<file path="config.mk">
export PLATFORM = sky130hd
export DESIGN_NAME = irq_pin_router
export DESIGN_NICKNAME = d
export VERILOG_FILES = /design/src/rtl/irq_router_pkg.sv /design/src/rtl/irq_sel_regs.sv /design/src/rtl/irq_mask_reg.sv /design/src/rtl/irq_level_collect.sv /design/src/rtl/irq_prio_enc.sv /design/src/rtl/irq_pin_router.sv
export SDC_FILE = /design/constraint.sdc
export NUM_CORES = 1
export LEC_CHECK = 0
export BUFFER_PORTS_ARGS = -buffer_cell sky130_fd_sc_hd__buf_2
export CAP_MARGIN = 20
export CORE_MARGIN = 2
export CORE_UTILIZATION = 53
export CTS_CLUSTER_SIZE = 40
export DETAILED_ROUTE_END_ITERATION = 8
export PLACE_DENSITY_LB_ADDON = 0.2
export SLEW_MARGIN = 30
export SYNTH_ARGS = -nofsm -noshare
export SYNTH_HDL_FRONTEND = slang
export SYNTH_SLANG_ARGS = --single-unit
</file>
<file path="constraint.sdc">
create_clock -name clk -period 2 [get_ports clk]
set_clock_uncertainty 0.1 [all_clocks]
set_input_delay 0 -clock clk [delete_from_list [all_inputs] [get_ports clk]]
set_output_delay 0 -clock clk [all_outputs]
set_load 0.005 [all_outputs]
</file>
<file path="src/rtl/irq_router_pkg.sv">
package irq_router_pkg;
  // number of select registers needed for a pin count and field geometry
  function automatic int unsigned sel_reg_count(int unsigned pins, int unsigned lvl_w,
                                                int unsigned data_w);
    return (pins * lvl_w + data_w - 1) / data_w;
  endfunction

  // all-ones field value is reserved and never stored
  function automatic int unsigned reserved_level(int unsigned lvl_w);
    return (1 << lvl_w) - 1;
  endfunction
endpackage

</file>
<file path="src/rtl/irq_sel_regs.sv">
module irq_sel_regs #(
  parameter int unsigned NUM_PINS = 8,
  parameter int unsigned LVL_W    = 4,
  parameter int unsigned DATA_W   = 16,
  parameter int unsigned ADDR_W   = 2
) (
  input  logic                      clk,
  input  logic                      rst,
  input  logic                      wr_en,
  input  logic [ADDR_W-1:0]         addr,
  input  logic [DATA_W-1:0]         wdata,
  output logic [NUM_PINS*LVL_W-1:0] sel_flat
);
  localparam int unsigned FPR = DATA_W / LVL_W;
  localparam logic [LVL_W-1:0] RSV = LVL_W'(irq_router_pkg::reserved_level(LVL_W));

  for (genvar p = 0; p < NUM_PINS; p++) begin : g_field
    localparam int unsigned REG = p / FPR;
    localparam int unsigned FLD = p % FPR;
    logic [LVL_W-1:0] fld_q;
    logic [LVL_W-1:0] nib;
    assign nib = wdata[FLD*LVL_W +: LVL_W];

    always_ff @(posedge clk) begin
      if (rst) begin
        fld_q <= '0;
      end else if (wr_en && addr == ADDR_W'(REG) && nib != RSV) begin
        fld_q <= nib;
      end
    end

    assign sel_flat[p*LVL_W +: LVL_W] = fld_q;
  end
endmodule

</file>
<file path="src/rtl/irq_mask_reg.sv">
module irq_mask_reg #(
  parameter int unsigned MASK_W   = 16,
  parameter int unsigned DATA_W   = 16,
  parameter int unsigned ADDR_W   = 2,
  parameter int unsigned SET_ADDR = 2,
  parameter int unsigned CLR_ADDR = 3
) (
  input  logic              clk,
  input  logic              rst,
  input  logic              wr_en,
  input  logic [ADDR_W-1:0] addr,
  input  logic [DATA_W-1:0] wdata,
  output logic [MASK_W-1:0] mask_q
);
  logic [MASK_W-1:0] wbits;
  assign wbits = wdata[MASK_W-1:0];

  always_ff @(posedge clk) begin
    if (rst) begin
      mask_q <= '1;
    end else if (wr_en && addr == ADDR_W'(SET_ADDR)) begin
      mask_q <= mask_q | wbits;
    end else if (wr_en && addr == ADDR_W'(CLR_ADDR)) begin
      mask_q <= mask_q & ~wbits;
    end
  end
endmodule

</file>
<file path="src/rtl/irq_level_collect.sv">
module irq_level_collect #(
  parameter int unsigned NUM_PINS = 8,
  parameter int unsigned LVL_W    = 4
) (
  input  logic [NUM_PINS-1:0]       pins,
  input  logic [NUM_PINS*LVL_W-1:0] sel_flat,
  output logic [(1<<LVL_W)-1:0]     pend
);
  localparam int unsigned NLVL = 1 << LVL_W;

  for (genvar l = 0; l < NLVL; l++) begin : g_lvl
    if (l == 0 || l == NLVL - 1) begin : g_none
      assign pend[l] = 1'b0;
    end else begin : g_or
      logic hit;
      always_comb begin
        hit = 1'b0;
        for (int p = 0; p < NUM_PINS; p++) begin
          if (pins[p] && sel_flat[p*LVL_W +: LVL_W] == LVL_W'(l)) hit = 1'b1;
        end
      end
      assign pend[l] = hit;
    end
  end
endmodule

</file>
<file path="src/rtl/irq_prio_enc.sv">
module irq_prio_enc #(
  parameter int unsigned LVL_W = 4
) (
  input  logic [(1<<LVL_W)-1:0] req,
  output logic [LVL_W-1:0]      lvl
);
  always_comb begin
    lvl = '0;
    for (int i = 1; i < (1 << LVL_W); i++) begin
      if (req[i]) lvl = LVL_W'(i);
    end
  end
endmodule

</file>
<file path="src/rtl/irq_pin_router.sv">
module irq_pin_router #(
  parameter int unsigned NUM_PINS = 8,
  parameter int unsigned LVL_W    = 4,
  parameter int unsigned DATA_W   = 16,
  localparam int unsigned NUM_SEL = irq_router_pkg::sel_reg_count(NUM_PINS, LVL_W, DATA_W),
  localparam int unsigned ADDR_W  = $clog2(NUM_SEL + 2)
) (
  input  logic                clk,
  input  logic                rst,
  input  logic [NUM_PINS-1:0] irq_pins,
  input  logic                wr_en,
  input  logic                rd_en,
  input  logic [ADDR_W-1:0]   addr,
  input  logic [DATA_W-1:0]   wdata,
  output logic [DATA_W-1:0]   rdata,
  output logic [LVL_W-1:0]    irq_level
);
  localparam int unsigned MASK_W = 1 << LVL_W;
  localparam int unsigned SEL_BITS = NUM_SEL * DATA_W;

  logic [NUM_PINS*LVL_W-1:0] sel_flat;
  logic [SEL_BITS-1:0]       sel_padded;
  logic [MASK_W-1:0]         mask_q;
  logic [MASK_W-1:0]         pend;
  logic [LVL_W-1:0]          top_lvl;
  logic [DATA_W-1:0]         rd_word;

  irq_sel_regs #(.NUM_PINS(NUM_PINS), .LVL_W(LVL_W), .DATA_W(DATA_W), .ADDR_W(ADDR_W)) u_sel (
    .clk(clk), .rst(rst), .wr_en(wr_en), .addr(addr), .wdata(wdata), .sel_flat(sel_flat)
  );

  irq_mask_reg #(.MASK_W(MASK_W), .DATA_W(DATA_W), .ADDR_W(ADDR_W),
                 .SET_ADDR(NUM_SEL), .CLR_ADDR(NUM_SEL + 1)) u_mask (
    .clk(clk), .rst(rst), .wr_en(wr_en), .addr(addr), .wdata(wdata), .mask_q(mask_q)
  );

  irq_level_collect #(.NUM_PINS(NUM_PINS), .LVL_W(LVL_W)) u_collect (
    .pins(irq_pins), .sel_flat(sel_flat), .pend(pend)
  );

  irq_prio_enc #(.LVL_W(LVL_W)) u_prio (
    .req(pend & ~mask_q), .lvl(top_lvl)
  );

  assign sel_padded = SEL_BITS'(sel_flat);

  always_comb begin
    if (addr < ADDR_W'(NUM_SEL)) rd_word = sel_padded[DATA_W*addr +: DATA_W];
    else                         rd_word = DATA_W'(mask_q);
  end

  always_ff @(posedge clk) begin
    if (rst) begin
      irq_level <= '0;
      rdata     <= '0;
    end else begin
      irq_level <= top_lvl;
      if (rd_en) rdata <= rd_word;
    end
  end
endmodule

</file>
# After elaboration in Yosys (flattened, before gate mapping)
# Index checks and enable logic that the tools add are counted.
word_totals:
  out_inout_bits: 20
  in_bits: 30
  ff_bits: 68
op_classes:
  n_eq_ne: 119
  shifts: 1
  reduce_logical: 126
  n_lt_le_gt_ge: 1
  mux: 130
  bitwise_logic: 5
op_table:
  columns: ["cell", "count"]
  rows:
  - ["== test 4 bit (second input constant)", 56]
  - ["== test 4 x 3 -> 1 bit (second input constant)", 32]
  - ["logical AND 1 bit", 124]
  - ["two-way mux 1 bit", 113]
  - ["== test 4 x 2 -> 1 bit (second input constant)", 16]
  - ["two-way mux 16 bit", 3]
  - ["== test 4 x 1 -> 1 bit (second input constant)", 8]
  - ["two-way mux 4 bit", 8]
  - ["NOT 16 bit", 2]
  - ["variable part select 32 x 7 -> 16 bit", 1]
  - ["AND 15 x 16 -> 16 bit", 1]
  - ["AND 16 bit", 1]
  - ["inequality test 4 bit (second input constant)", 4]
  - ["OR 16 bit", 1]
  - ["two-way mux 3 bit", 4]
  - ["== test 2 bit (second input constant)", 2]
  - ["two-way mux 2 bit", 2]
  - ["== test 2 x 1 -> 1 bit (second input constant)", 1]
  - ["logical NOT 2 bit", 1]
  - ["less-than comparator 2 bit (second input constant)", 1]
  - ["nonzero test 2 bit", 1]

# Longest topological paths before layout
# Gate-level depths: netlist of run 1.
logic_depth:
  word_depth: 26
  mapped_depth: 9

# Cells and area by module
# A second synthesis of run 1 with hierarchy kept.
unflattened:
  cells_unflattened: 472
  area_unflattened_um2: 4451.8
by_module_without_submodules:
  columns: ["mod", "n_inst", "cells_each", "seq_area_each_um2", "area_per_inst_um2"]
  rows:
  - ["irq_pin_router", 1, 118, 400.4, 1287.5]
  - ["irq_sel_regs", 1, 86, 640.6, 1152.4]
  - ["irq_level_collect", 1, 183, 0.0, 1146.1]
  - ["irq_mask_reg", 1, 60, 320.3, 724.4]
  - ["irq_prio_enc", 1, 25, 0.0, 141.4]

# Worst setup path before layout of run 1
# No wires, ideal clock.
synth_timing:
  kind: "reg-to-reg"
  start: "register u_sel.g_field[3].fld_q[1]"
  end: "register irq_level[0]"
  arrival_time_ns: 1.872
  stages_incl_launch_ff: 8
  slack_ns: -0.038
  path_buffers: 0
  synth_period_minus_slack_ns: 2.038
  path_cell_list: "dfxtp_1 -> or3b_4 -> o22ai_2 -> nor4_1 -> or3_1 -> a221o_1 -> a211o_1 -> a21oi_2"
synth_between:
  elab_chain_cells: 23
  word_cells_on_any_way: 114
  cone_classes: "eq/ne: 14; mux: 85; bitwise: 1; reduce/logical: 14"
synth_lines:
  columns: ["item", "line", "source"]
  rows:
  - ["from (decl)", "irq_sel_regs.sv:20", "logic [LVL_W-1:0] fld_q;"]
  - ["from (signal assigned)", "irq_sel_regs.sv:28", "fld_q <= nib;"]
  - ["== test 4 x 1 -> 1 bit", "irq_level_collect.sv:19", "if (pins[p] && sel_flat[p*LVL_W +: LVL_W] == LVL_W'(l)) hit = 1'b1;"]
  - ["logical AND 1 bit", "irq_level_collect.sv:19", null]
  - ["two-way mux 1 bit (5 in a row)", "irq_level_collect.sv:19", null]
  - ["AND 15 x 16 -> 16 bit *", "irq_pin_router.sv:42", ".req(pend & ~mask_q), .lvl(top_lvl)"]
  - ["two-way mux 1 bit", "irq_prio_enc.sv:10", "if (req[i]) lvl = LVL_W'(i);"]
  - ["two-way mux 2 bit (2 in a row)", "irq_prio_enc.sv:10", null]
  - ["two-way mux 3 bit (4 in a row)", "irq_prio_enc.sv:10", null]
  - ["two-way mux 4 bit (6 in a row)", "irq_prio_enc.sv:10", null]
  - ["two-way mux 4 bit * (2 in a row)", "irq_prio_enc.sv:10", null]
  - ["to (signal assigned)", "irq_pin_router.sv:57", "irq_level <= top_lvl;"]
  - ["to (decl)", "irq_pin_router.sv:16", "output logic [LVL_W-1:0] irq_level"]
# Mark *: on every way between the ends. The rest lies on a longest branch, timed or not.
# A chain may end at the register's enable or synchronous reset.

# Worst setup path after layout of run 1
layout_timing:
  start: "register u_sel.g_field[6].fld_q[3]"
  end: "register irq_level[0]"
layout_between:
  elab_chain_cells: 20
  word_cells_on_any_way: 72
  cone_classes: "eq/ne: 14; mux: 43; bitwise: 1; reduce/logical: 14"
layout_lines:
  columns: ["item", "line"]
  rows:
  - ["from (decl)", "irq_sel_regs.sv:20"]
  - ["from (signal assigned)", "irq_sel_regs.sv:28"]
  - ["== test 4 x 1 -> 1 bit", "irq_level_collect.sv:19"]
  - ["logical AND 1 bit", "irq_level_collect.sv:19"]
  - ["two-way mux 1 bit (2 in a row)", "irq_level_collect.sv:19"]
  - ["AND 15 x 16 -> 16 bit *", "irq_pin_router.sv:42"]
  - ["two-way mux 1 bit", "irq_prio_enc.sv:10"]
  - ["two-way mux 2 bit (2 in a row)", "irq_prio_enc.sv:10"]
  - ["two-way mux 3 bit (4 in a row)", "irq_prio_enc.sv:10"]
  - ["two-way mux 4 bit (6 in a row)", "irq_prio_enc.sv:10"]
  - ["two-way mux 4 bit * (2 in a row)", "irq_prio_enc.sv:10"]
# Marked as above.

==> results of run 1 <==
==> timing repair <==
action / CTS / global route
pin swaps: 4 / 7
setup buffers: 2 / 4
resized for setup: 27 / 24
setup endpoints to repair: 3 / 4
hold buffers: 16 / 0
hold endpoints to repair: 48 / 0
==> power groups by stage <==
| stage | Combinational (mW) | Sequential (mW) | Clock, mW |
|---|---|---|---|
| after CTS | 0.677 | 1.49 | 1.26 |
| after detailed placement | 0.633 | 1.52 | 0 |
| after global placement | 0.620 | 1.51 | 0 |
| after floorplan | 0.324 | 1.51 | 0 |
| final | 0.711 | 1.50 | 1.26 |
| after global routing | 0.760 | 1.51 | 1.30 |
==> how the worst max path moves through the flow <==
stage | from | endpoint | depth (start not counted)
final | u_sel.g_field[6].fld_q[3] | irq_level[0] | 9
after global routing | u_sel.g_field[1].fld_q[2] | irq_level[0] | 9
after CTS | u_sel.g_field[7].fld_q[3] | irq_level[0] | 9
after detailed placement | u_sel.g_field[1].fld_q[1] | irq_level[0] | 8
after global placement | u_sel.g_field[1].fld_q[1] | irq_level[0] | 8
after floorplan | u_sel.g_field[3].fld_q[2] | irq_level[0] | 7
==> kinds of logic (layout without fill, tap and decap cells) <==
logic type             count (synthesis)  count (layout)  synth area share, %
muxes                                 32              32                 8.10
DFF                                   68              68                 34.4
and+or+nand+nor                      285             285                 35.1
buffers and inverters                 37             203                 4.75
AOI/OAI and AO/OA                     99              99                 17.7
==> worst max-delay path, delay by kind of cell, from the launching register on <==
kind	cells	cell delay (ns)
simple gates	4	0.63
compound gates	4	0.98
buf+inv	1	0.11
flops	1	0.33
==> final cells by class <==
| cell class | count | area (sq um) | area share [%] |
|---|---|---|---|
| Timing Repair Buffer | 182 | 1300 | 23.3 |
| Multi-Input combinational cell | 416 | 2560 | 45.7 |
| Tap cell | 99 | 124 | 2.21 |
| Clock buffer | 9 | 124 | 2.21 |
| Inverter | 6 | 22.5 | 0.402 |
| Clock inverter | 6 | 90.1 | 1.61 |
| Sequential cell | 68 | 1380 | 24.6 |
==> cells in the final DEF, fill, tap and decap left out, types with 16 or more instances in the layout <==
master / count
nor2_1: 120
nand2_1: 40
mux2i_1: 32
buf_4: 114
o21ai_0: 17
dfxtp_1: 55
o22ai_1: 28
dlygate4sd3_1: 16
nor3_1: 41
buf_2: 49
a211o_1: 17
==> through the flow <==
stage	hold WS [ns]	power (mW)	util (%)	setup TNS, ns	setup slack (ns)
final	0.0736	3.47	77.3	-0.495	-0.222
after global placement	0.212	2.13	69.0	-0.757	-0.281
after CTS	0.0699	3.43	75.7	-0.274	-0.194
after global routing	0.107	3.57	77.3	-0.760	-0.276
after detailed placement	0.213	2.15	69.0	-0.832	-0.333
after floorplan	0.0655	1.84	-	-0.0283	-0.0283
==> per-layer routing <==
metal / up-vias / routed length (um) / global-route usage, %
met5: - / 0 / 0
met4: 0 / 995 / 25.5
met3: 73 / 1100 / 5.09
met2: 294 / 7390 / 62.9
met1: 2255 / 6010 / 44.4
li1: 2201 / - / -
==> metrics.cfg, run 1 <==
[drt]
wl_um=15500
ant_nets=0
wire_per_inst_um=19.7
vias_per_cell=6.14
vias=4823
drtIter0Drc=431
firstDrtPassIters=6
drc=0

[grt]
grt_pass1_vias=4809
grt_usage_pct=37.5
antenna_found_initial=0
grt.overflow.total=0
grt_first_pass_wirelength_um=24100
grt_max_degree=38

[sta]
rsz0062_at_grt=yes
tightest_slew_ns=0.672
slew_headroom_pct=55.2
hold_violations=0
finalCritPeriodShare_pct=111
period_needed_ns=2.22
fmax_ghz=0.450
setup_viol=3
drv_slew=0
setup_slack_ns=-0.222

[synthesis]
synth_edf_count=0
ys.flop_type=dfxtp_1
yosysTopAreaCell=dfxtp_1
synthCells=521
yosys_warnings=0
synth_top_cell_area_share_pct=34.4
synthTopCellsByArea=dfxtp_1, nor2_1, mux2i_1, nor3_1, o22ai_1
synth_seq_area_share_pct=34.4
yosysMostFrequentCell=nor2_1
netlist_area_sq_um=3960
ys_seq_elements=68
synth_common_cells=nor2_1, dfxtp_1, nor3_1, nand2_1
synth.distinct_cells=46
async_flop_share_pct=0
synth_nets=551
postSynthAreaPerCell_sq_um=7.59

[power]
p_leak_nw=2.38
power_frac_seq_pct=43.2
internal_power_mw=2.47
clock_power_share_pct=36.3
p_comb_share_pct=20.5
p_sw_mw=1.00
power.density_nw_per_um2=619
switching_share_pct=28.9
peakVddDrop_mv=0.469

[layout]
antenna_cells=0
fill_cells=535
fin_area_sq_um=5610
instances_no_fill=786
nNetsFinal=713
drive_above_1_share_pct=35.2
syn2layout_area_growth_pct=41.7

[critical_path]
r2r_setup_slack_ns=-0.22
r2r_cells=9
crit_required_ns=2.18
crit_path_frequent_cell=nor2_1
criticalPathCategory=reg2reg
slowest_stage=dfxtp_2
worstReg2RegEnd=irq_level[0]
crit_chain=buf_6, nand3b_1, o22ai_1, nor4_2, nor2_1, nor2_1, a221o_1, a211o_1, a21oi_2
r2r_start=u_sel.g_field[6].fld_q[3]
worst_ep_arrival_time_ns=2.40
critical-path-max-stage-delay_ns=0.33
crit_path_end_kind=flop
crit_fanout=4
startpoint_type=flop

[place]
placedInstanceArea_sq_um=5010
port_buffers=49
dp_cells=749
routabilityCongestion=1.00
hpwl_um=11500

[clock_network]
root_buffer=clkbuf_8
clk_pin_slew_ns=0.08
cts_buffer_depth=2
clock-sinks=68
htree_levels=3
cts_tree=built
clock_latency_ns=0.35
cts_made_buffers=9

[hold_path]
hp-start=rst
min_path_type=in2reg
worstHoldPathCells=2
worst_hold_path.endpoint=rdata[2]

[die]
die_area_sq_um=8170
io_pins=50
core-area_sq_um=7250
die_w_um=90.4
die_h_um=90.4
start_util_pct=54.5
row_count=31

[run]
drv_cap=0

[status]
violations=negative setup slack
outcome=finished with violations

Note: power is estimated with default switching activity, not from simulation.
==> run 2, diff against run 1 <==
- CELL_PAD_IN_SITES_DETAIL_PLACEMENT: unset -> 1
- CELL_PAD_IN_SITES_GLOBAL_PLACEMENT: unset -> 1
- CORE_UTILIZATION: 53 -> 39
==> metrics.cfg, run 2 (synthesis results as in run 1) <==
[die]
core-area_sq_um=9820
die_area_sq_um=11000
die_h_um=105
row_count=36
die_w_um=105
io_pins=50
start_util_pct=40.3

[grt]
grt.overflow.total=0
grt_pass1_vias=5057
grt_usage_pct=33.0
grt_first_pass_wirelength_um=27600
grt_max_degree=34
antenna_found_initial=0

[critical_path]
crit_required_ns=2.21
startpoint_type=flop
crit_path_frequent_cell=a21oi_2
critical-path-max-stage-delay_ns=0.39
critical_path.top_delay_family=compound AO/OA/AOI/OAI gates
path_buf_inv=0
crit_path_end_kind=flop
worst_ep_arrival_time_ns=2.40
crit_chain=nand2b_1, o22ai_4, nor3_2, a21oi_2, or3_4, a221o_1, a211o_1, a21oi_2
criticalPathCategory=reg2reg
slowest_stage=dfxtp_1
crit_fanout=4

[drt]
wl_um=18200
vias_per_cell=5.78
drtIter0Drc=249
ant_nets=0
wire_per_inst_um=21.8
vias=4838
firstDrtPassIters=4
drc=0

[power]
p_comb_share_pct=22.9
peakVddDrop_mv=0.546
power.density_nw_per_um2=561
clock_power_share_pct=32.8
switching_share_pct=30.9
power_frac_seq_pct=44.3
internal_power_mw=2.35
p_sw_mw=1.05
p_leak_nw=2.55

[layout]
nNetsFinal=729
layout_commonest_cell=buf_4
antenna_cells=0
drive_above_1_share_pct=41.5
final_cell_mix=buf_4, nor2_1, buf_2, dfxtp_1, nor3_1
fill_cells=1210
instances_no_fill=837
multi_input_area_sq_um=2840
syn2layout_area_growth_pct=53.1
regArea_sq_um=1400
fin_util_pct=61.7

[clock_network]
cts_made_buffers=9
clock-sinks=68
clock_latency_ns=0.37
htree_levels=3
cts_buffer_depth=2
clk_pin_slew_ns=0.08
root_buffer=clkbuf_8
cts_tree=built

[sta]
setup_slack_ns=-0.185
period_needed_ns=2.19
setup_viol=4
hold_violations=0
slew_headroom_pct=56.8
rsz0062_at_grt=yes
drv_slew=0
final.hold.worst_slack_ns=0.0605
finalCritPeriodShare_pct=109
setup_tns_ns=-0.506
fmax_ghz=0.458
tightest_slew_ns=0.648

[run]
drv_cap=0

[place]
port_buffers=49
routabilityCongestion=0.966
hpwl_um=13400
dp_cells=793
dp_slack_ns=-0.414

[status]
violations=negative setup slack
outcome=finished with violations

[hold_path]
min_path_type=in2reg

[run 2: cell types whose count changed in the layout (fill, tap and decap cells not counted), sizes merged]
cell / previous run / this run
clkinvlp: 4 / 2
buf: 166 / 181
dlygate4sd3: 16 / 17
clkbuf: 9 / 13
bufinv: 2 / 0
clkinv: 0 / 1
[run 2: path summary, 6_finish.rpt]
kind | endpoint | start | slack, ns | cells past startpoint
worst max register to register | irq_level[0] | u_sel.g_field[7].fld_q[0] | -0.19 | 8
worst min register to register | flop | flop | 0.37 | 1
worst max-delay path | irq_level[0] | u_sel.g_field[7].fld_q[0] | -0.19 | 8
worst min-delay path | flop | addr[0] | 0.06 | 4
[run 2: per-stage QoR]
stage                     area [sq um]  power [mW]
after global placement            5120        2.16
after detailed placement          5120        2.18
after floorplan                   3960        1.84
after global routing              6050        3.53
final                             6050        3.40
after CTS                         5890        3.35
[run 2: routing by layer]
layer  wire length, um  GRT usage [%]
met3               812           6.05
met4              1190           22.1
met2              9080           56.9
met1              7140           37.0
met5                 0              0
[run 2: worst register-to-register path, delay by kind of cell, from the launching register on]
kind	cells	cell delay, ns
AOI/OAI and AO/OA	5	0.85
and+or+nand+nor	3	0.79
DFF	1	0.39
[run 2: power by group through the flow]
| stage | combinational, mW | sequential (mW) | clock, mW |
|---|---|---|---|
| 6_report | 0.778 | 1.51 | 1.11 |
| 5_1_grt | 0.836 | 1.51 | 1.18 |
| 4_1_cts | 0.736 | 1.50 | 1.12 |
| 3_5_place_dp | 0.652 | 1.53 | 0 |
| 3_3_place_gp | 0.638 | 1.52 | 0 |
| 2_1_floorplan | 0.324 | 1.51 | 0 |
[run 2: layout make-up]
class	instances	area share, %
tap	133	2.75
clock buffer	13	2.79
clock inverter	3	0.331
timing repair buffer	198	23.9
sequential	68	23.0
multi-input combinational	416	46.8
inverter	6	0.372
[run 2: repair_timing]
item | in CTS | in global routing
setup buffers | 10 | 3
pin swaps | 21 | 17
hold buffers | 17 | 0
resized for setup | 79 | 35
setup endpoints to repair | 4 | 4
hold endpoints to repair | 49 | 0
